`src/rtl/sio_irq_pkg.sv`:
```
package sio_irq_pkg;
  localparam int REG_W  = 8;
  localparam int IER_W  = 4;
  localparam int MLINES = 4;

  // enable bit positions
  localparam int EN_RX = 0;
  localparam int EN_TX = 1;
  localparam int EN_LS = 2;
  localparam int EN_MS = 3;

  typedef enum logic [1:0] {
    CAUSE_MODEM = 2'b00,
    CAUSE_TX    = 2'b01,
    CAUSE_RX    = 2'b10,
    CAUSE_LINE  = 2'b11
  } cause_e;
endpackage

```
`src/rtl/sio_msr_track.sv`:
```
module sio_msr_track #(
  parameter int LINES = 4
) (
  input  logic             clk,
  input  logic             rst,
  input  logic             rd_msr,
  input  logic             loop_en,
  input  logic [LINES-1:0] ext_lines,
  input  logic [LINES-1:0] loop_lines,
  output logic [LINES-1:0] live_q,
  output logic [LINES-1:0] delta_q,
  output logic             delta_any_nx
);
  logic             vld_q;
  logic [LINES-1:0] src;
  logic [LINES-1:0] delta_nx;

  assign src = loop_en ? loop_lines : ext_lines;

  always_ff @(posedge clk) begin
    if (rst) vld_q <= 1'b0;
    else     vld_q <= 1'b1;
  end

  for (genvar i = 0; i < LINES; i++) begin : g_line
    assign delta_nx[i] = (rd_msr ? 1'b0 : delta_q[i]) | (vld_q & (src[i] ^ live_q[i]));

    always_ff @(posedge clk) begin
      if (rst) begin
        live_q[i]  <= 1'b0;
        delta_q[i] <= 1'b0;
      end else begin
        live_q[i]  <= src[i];
        delta_q[i] <= delta_nx[i];
      end
    end

    // a change flag only rises when its live level moved
    p_delta_src_r10: assert property (@(posedge clk) disable iff (rst)
      $rose(delta_q[i]) |-> (live_q[i] != $past(live_q[i])));
  end

  assign delta_any_nx = |delta_nx;
endmodule

```
`src/rtl/sio_cause_latch.sv`:
```
module sio_cause_latch (
  input  logic clk,
  input  logic rst,
  input  logic ls_err,
  input  logic rd_lsr,
  input  logic thr_empty,
  input  logic tx_clr,
  output logic ls_nx,
  output logic tx_nx
);
  logic ls_q;
  logic tx_q;
  logic thr_prev_q;

  always_comb begin
    ls_nx = ls_err ? 1'b1 : (rd_lsr ? 1'b0 : ls_q);
    if (!thr_empty)       tx_nx = 1'b0;
    else if (!thr_prev_q) tx_nx = 1'b1;
    else if (tx_clr)      tx_nx = 1'b0;
    else                  tx_nx = tx_q;
  end

  always_ff @(posedge clk) begin
    if (rst) begin
      ls_q       <= 1'b0;
      tx_q       <= 1'b0;
      thr_prev_q <= 1'b0;
    end else begin
      ls_q       <= ls_nx;
      tx_q       <= tx_nx;
      thr_prev_q <= thr_empty;
    end
  end

  // an error pulse is never lost to a simultaneous clear
  p_ls_hold_r7: assert property (@(posedge clk) disable iff (rst)
    $past(ls_err) |-> ls_q);
  // transmit cause only drops on a read clear or on a full holding register
  p_tx_clear_r8: assert property (@(posedge clk) disable iff (rst)
    $fell(tx_q) |-> ($past(tx_clr) || !$past(thr_empty)));
endmodule

```
`src/rtl/sio_irq_prio.sv`:
```
module sio_irq_prio
  import sio_irq_pkg::*;
#(
  parameter int W  = REG_W,
  parameter int EW = IER_W
) (
  input  logic          clk,
  input  logic          rst,
  input  logic [EW-1:0] ier_nx,
  input  logic          ls_nx,
  input  logic          rx_ready,
  input  logic          rx_timeout,
  input  logic          tx_nx,
  input  logic          ms_nx,
  input  logic          fifo_en,
  input  logic          gate,
  output logic [W-1:0]  iid_q,
  output logic          irq_q
);
  logic   ls_act, rx_act, tx_act, ms_act, any_act, to_bit;
  cause_e code;
  logic [W-1:0] iid_d;

  always_comb begin
    ls_act  = ier_nx[EN_LS] & ls_nx;
    rx_act  = ier_nx[EN_RX] & (rx_ready | rx_timeout);
    tx_act  = ier_nx[EN_TX] & tx_nx;
    ms_act  = ier_nx[EN_MS] & ms_nx;
    any_act = ls_act | rx_act | tx_act | ms_act;
    if (ls_act)      code = CAUSE_LINE;
    else if (rx_act) code = CAUSE_RX;
    else if (tx_act) code = CAUSE_TX;
    else             code = CAUSE_MODEM;
    to_bit = !ls_act && rx_act && rx_timeout && fifo_en;
    iid_d  = '0;
    iid_d[0]   = ~any_act;
    iid_d[2:1] = code;
    iid_d[3]   = to_bit;
    iid_d[W-1] = fifo_en;
    iid_d[W-2] = fifo_en;
  end

  always_ff @(posedge clk) begin
    if (rst) begin
      iid_q <= W'(1);
      irq_q <= 1'b0;
    end else begin
      iid_q <= iid_d;
      irq_q <= gate & any_act;
    end
  end

  p_timeout_code_r5: assert property (@(posedge clk) disable iff (rst)
    iid_q[3] |-> (iid_q[2:1] == 2'b10));
  p_gate_r11: assert property (@(posedge clk) disable iff (rst)
    irq_q |-> $past(gate));
  p_idle_r3: assert property (@(posedge clk) disable iff (rst)
    iid_q[0] |-> !irq_q);
endmodule

```
`src/rtl/sio_irq_ident.sv`:
```
module sio_irq_ident
  import sio_irq_pkg::*;
(
  input  logic             clk,
  input  logic             rst,
  input  logic             wr_ier,
  input  logic [IER_W-1:0] wr_data,
  input  logic             rd_iid,
  input  logic             rd_lsr,
  input  logic             rd_msr,
  input  logic             fifo_en,
  input  logic             loop_en,
  input  logic             mc_dtr,
  input  logic             mc_rts,
  input  logic             mc_out1,
  input  logic             mc_out2,
  input  logic             ls_err,
  input  logic             rx_ready,
  input  logic             rx_timeout,
  input  logic             thr_empty,
  input  logic             line_cts,
  input  logic             line_dsr,
  input  logic             line_ri,
  input  logic             line_dcd,
  output logic [REG_W-1:0] ier_val,
  output logic [REG_W-1:0] iid_val,
  output logic [REG_W-1:0] msr_val,
  output logic             irq
);
  localparam int PAD_W = REG_W - IER_W;

  logic [IER_W-1:0]  ier_q, ier_nx;
  logic              ls_nx, tx_nx, ms_nx, tx_clr;
  logic [MLINES-1:0] live_q, delta_q;

  assign ier_nx = wr_ier ? wr_data : ier_q;

  always_ff @(posedge clk) begin
    if (rst) ier_q <= '0;
    else     ier_q <= ier_nx;
  end

  // a read only consumes the transmit cause it actually presented
  assign tx_clr = rd_iid && (iid_val[3:0] == 4'b0010);

  sio_cause_latch u_latch (
    .clk       (clk),
    .rst       (rst),
    .ls_err    (ls_err),
    .rd_lsr    (rd_lsr),
    .thr_empty (thr_empty),
    .tx_clr    (tx_clr),
    .ls_nx     (ls_nx),
    .tx_nx     (tx_nx)
  );

  // line order: [0] CTS, [1] DSR, [2] RI, [3] DCD
  sio_msr_track #(.LINES(MLINES)) u_msr (
    .clk          (clk),
    .rst          (rst),
    .rd_msr       (rd_msr),
    .loop_en      (loop_en),
    .ext_lines    ({line_dcd, line_ri, line_dsr, line_cts}),
    .loop_lines   ({mc_out2, mc_out1, mc_dtr, mc_rts}),
    .live_q       (live_q),
    .delta_q      (delta_q),
    .delta_any_nx (ms_nx)
  );

  sio_irq_prio #(.W(REG_W), .EW(IER_W)) u_prio (
    .clk        (clk),
    .rst        (rst),
    .ier_nx     (ier_nx),
    .ls_nx      (ls_nx),
    .rx_ready   (rx_ready),
    .rx_timeout (rx_timeout),
    .tx_nx      (tx_nx),
    .ms_nx      (ms_nx),
    .fifo_en    (fifo_en),
    .gate       (mc_out2),
    .iid_q      (iid_val),
    .irq_q      (irq)
  );

  assign ier_val = {{PAD_W{1'b0}}, ier_q};
  assign msr_val = {live_q, delta_q};

  p_ier_track_r2: assert property (@(posedge clk) disable iff (rst)
    $past(wr_ier) |-> (ier_val[IER_W-1:0] == $past(wr_data)));
  p_gate_iid_r11: assert property (@(posedge clk) disable iff (rst)
    $past(mc_out2) |-> (irq == !iid_val[0]));
endmodule

```
`config.mk`:
```
export PLATFORM = sky130hd
export DESIGN_NAME = sio_irq_ident
export DESIGN_NICKNAME = d
export VERILOG_FILES = /design/src/rtl/sio_irq_pkg.sv /design/src/rtl/sio_msr_track.sv /design/src/rtl/sio_cause_latch.sv /design/src/rtl/sio_irq_prio.sv /design/src/rtl/sio_irq_ident.sv
export SDC_FILE = /design/constraint.sdc
export NUM_CORES = 1
export LEC_CHECK = 0
export BUFFER_PORTS_ARGS = -buffer_cell sky130_fd_sc_hd__buf_2
export CORE_MARGIN = 4
export CORE_UTILIZATION = 45
export DETAILED_ROUTE_END_ITERATION = 12
export PLACE_DENSITY = 0.81
export SYNTH_ARGS = -nofsm -noshare
export SYNTH_HDL_FRONTEND = slang
export SYNTH_SLANG_ARGS = --single-unit
export TNS_END_PERCENT = 1
```
`constraint.sdc`:
```
create_clock -name clk -period 3.4 [get_ports clk]
set_clock_uncertainty 0.1 [all_clocks]
set_input_delay 0.51 -clock clk [delete_from_list [all_inputs] [get_ports clk]]
set_output_delay 0.51 -clock clk [all_outputs]
set_load 0.05 [all_outputs]
```
==> impl_metrics.yaml <==
critical_path:
  critPathArrivalTime_ps: 940
  cp.buffers_inverters: 1
  rr_startpoint: "u_msr.vld_q$_DFF_P_"
  worst_setup_path_start_kind: "flip-flop"
  crit_required_ps: 2790
  critical_path_depth: 1
  timing.rr.end: "u_prio.iid_q[0]$_SDFF_PP1_"
  crit_fanout: 3
  critical_path.slowest_cell: "sky130_fd_sc_hd__dfxtp_1"
  ff2ff_setup_slack_ps: 2090
  worstPathCellList: "buf_2"
  crit_family: "flip-flops"
  reg2regPathDepth: 4
  startpoint_to_endpoint_class_of_the_critical_path: "flip-flop to output port"
  slowest_delay_ps: 370
  worst_setup_end_kind: "output port"
detailed_routing:
  routed_wl_um: 1780
  routedWlPerCell_um: 11.5
  drt_iter0_drc: 16
  remaining_drc_errors: 0
  final_antenna_net_count: 0
  vias: 739
  firstDrtPassIters: 4
  drt-vias-per-instance: 4.77
clocking:
  number_of_gates_given_a_new_drive_strength_after_cts: 0
  cts_inserted_buffers: 3
  cts_sinks: 22
  cts_tree: "yes"
  cts-root-to-sink-buffers: 2
  cts_hold_buffers: 0
  clk_root_buffer_cell: "sky130_fd_sc_hd__clkbuf_4"
  cts_max_level: 1
  post_cts.repair.setup_buffers: 0
  worst_setup_hold_path_clk_slew_ps: 120
  worstSkewPairLatency_ps: 290
power:
  fin_total_pwr_w: 0.000623
  static-leakage-power_nw: 0.575
  power_density_nw_per_um2: 553
  max-vdd-ir-drop_mv: 0.323
synth:
  synth.area.mux_share: 0.109
  synthesis.area_um2: 882
  ys_seq_area_frac: 0.499
  yosys_top_cell_area_share: 0.499
  synth_compound_area_frac: 0.0979
  post-synth-top-area-cell: "sky130_fd_sc_hd__dfxtp_1"
  synth_flop_cell: "sky130_fd_sc_hd__dfxtp_1"
  cell_variety_after_synth: 31
  top_area_cells_in_the_synthesized_netlist: "sky130_fd_sc_hd__dfxtp_1, sky130_fd_sc_hd__mux2i_1, sky130_fd_sc_hd__buf_4"
  synthArstFlopShare: 0
  yosys_register_bits: 22
  synth.avg_cell_area_um2: 10.0
  yosys.area_share.adder: 0
  synth-xor-area-share: 0.0298
  yosysWarnings: 0
  synth_enable_flop_cells: 0
  netlist_instances: 88
  synthSimpleGateAreaFrac: 0.162
  combinational_family_with_the_most_area_after_synthesis: "simple AND/OR/NAND/NOR gates"
min_path:
  hold_path.class: "primary input to flip-flop"
  timing.hold.worst_path_depth: 2
  hp-start: "ls_err"
  worstHoldEndpoint: "u_latch.ls_q$_SDFF_PP0_"
sta:
  hold_viol: 0
  rsz_0062_raised_after_global_routing: "false"
  min_period_over_period: 0.455
  final_period_minus_worst_setup_slack_ps: 1550
  max_freq_mhz: 646
  post-route-worst-setup-slack_ps: 1850
  slew_violations: 0
  hold_slack_ps: 329
  fin_setup_tns_ps: 0
  setup_violations: 0
floorplan:
  height_of_the_die_um: 52.3
  ios: 49
  start_util: 0.495
  num_rows: 15
  core_area_um2: 1780
  die_ar_um2: 2730
  die_x_um: 52.3
run:
  max_cap_viol_count: 0
grt:
  wire_length_of_the_first_global_routing_pass_um: 2840
  grt_util_all_layers: 0.136
  grt_antenna_before_repair: 0
  grt_overflow_total: 0
  largest_net_degree_at_the_start_of_global_routing: 16
  via_count_of_the_first_global_routing_pass: 682
run_status:
  run_status: "finished clean"
cells_and_area:
  area_growth_pct: 27.8
  n_fill_cell: 158
  share_of_post_route_cells_with_drive_strength_above_1: 0.377
  antenna_cells_inserted: 0
  finalNetCount: 155
  register_area_um2: 440
  multi_input_comb_area_um2: 374
placed_design:
  place_congestion: 0.817
  buffer_ports.inserted: 42
  detailed_place_hpwl_um: 1510
  dp_worst_setup_slack_ps: 1590
[Yosys cell counts (2+ instances only)]
master / instances
sky130_fd_sc_hd__nand2_1: 3
sky130_fd_sc_hd__a21oi_1: 2
sky130_fd_sc_hd__inv_1: 5
sky130_fd_sc_hd__nor2_1: 10
sky130_fd_sc_hd__xnor2_1: 3
sky130_fd_sc_hd__nand2b_1: 2
sky130_fd_sc_hd__buf_4: 7
sky130_fd_sc_hd__and2_1: 2
sky130_fd_sc_hd__and4_1: 2
sky130_fd_sc_hd__mux2i_1: 6
sky130_fd_sc_hd__nor2b_1: 3
sky130_fd_sc_hd__dfxtp_1: 22
sky130_fd_sc_hd__a22oi_1: 2
sky130_fd_sc_hd__o21ai_1: 2
[report_power, final]
| part | switching [W] | internal [W] |
|---|---|---|
| logic | 0.000105 | 0.0000414 |
| registers | 0.00000988 | 0.000276 |
| clock network | 0.0000715 | 0.000119 |
| total | 0.000187 | 0.000436 |
[state kept, by name, summed over array words and instances (netlist names)]
register	flops
u_latch.ls_q	1
u_msr.live_q	4
ier_q	4
u_msr.vld_q	1
u_latch.tx_q	1
u_prio.iid_q	5
u_prio.irq_q	1
u_latch.thr_prev_q	1
u_msr.delta_q	4
[layer usage]
metal,track usage,share of wire,up-vias
met1,0.158,0.41,330
met2,0.247,0.48,37
met4,0.0340,0.0039,0
met3,0.0342,0.11,2
met5,0,0,-
li1,-,-,370
[cell families (layout without fill, tap and decap cells)]
logic type / count (synthesis) / count (layout)
xor+xnor: 3 / 3
compound gates: 12 / 12
flops: 22 / 22
buf+inv: 14 / 51
simple gates: 27 / 27
mux: 9 / 9
other cells: 1 / 6
[worst max path at each step]
| stage | slack, ps | startpoint | to |
|---|---|---|---|
| 3_5_place_dp | 1590 | loop_en | u_prio.irq_q$_SDFF_PP0_ |
| 6_report | 1850 | u_msr.delta_q[1]$_SDFF_PP0_ | msr_val[1] |
| 5_1_grt | 1780 | u_msr.delta_q[1]$_SDFF_PP0_ | msr_val[1] |
| 2_1_floorplan | 1790 | loop_en | u_prio.irq_q$_SDFF_PP0_ |
| 3_3_place_gp | 1660 | loop_en | u_prio.iid_q[0]$_SDFF_PP1_ |
| 4_1_cts | 1840 | u_msr.delta_q[1]$_SDFF_PP0_ | msr_val[1] |
[stage by stage]
step                utilization  cell area, um2  instances
detailed placement        0.603            1070        151
floorplan                     -             901         93
finish                    0.632            1130        155
CTS                       0.632            1130        155
global placement          0.603            1070        151
global route              0.632            1130        155
[area by class of cell]
cell class / count / area share
Inverter: 5 / 0.0166
Sequential cell: 22 / 0.391
Timing Repair Buffer: 42 / 0.186
Clock buffer: 3 / 0.0200
Multi-Input combinational cell: 57 / 0.332
Tap cell: 25 / 0.0277
Clock inverter: 1 / 0.0266
[layout by cell type (no fill, tap or decap), drive strengths merged, types with 2 or more instances in the layout]
master / instances
a21oi: 2
a22oi: 2
and2: 2
and4: 2
buf: 42
clkbuf: 3
conb: 6
dfxtp: 22
inv: 5
mux2: 2
mux2i: 7
nand2: 3
nand2b: 2
nor2: 10
nor2b: 3
o21ai: 3
xnor2: 3
No activity file was read; power rests on OpenSTA's default activity.
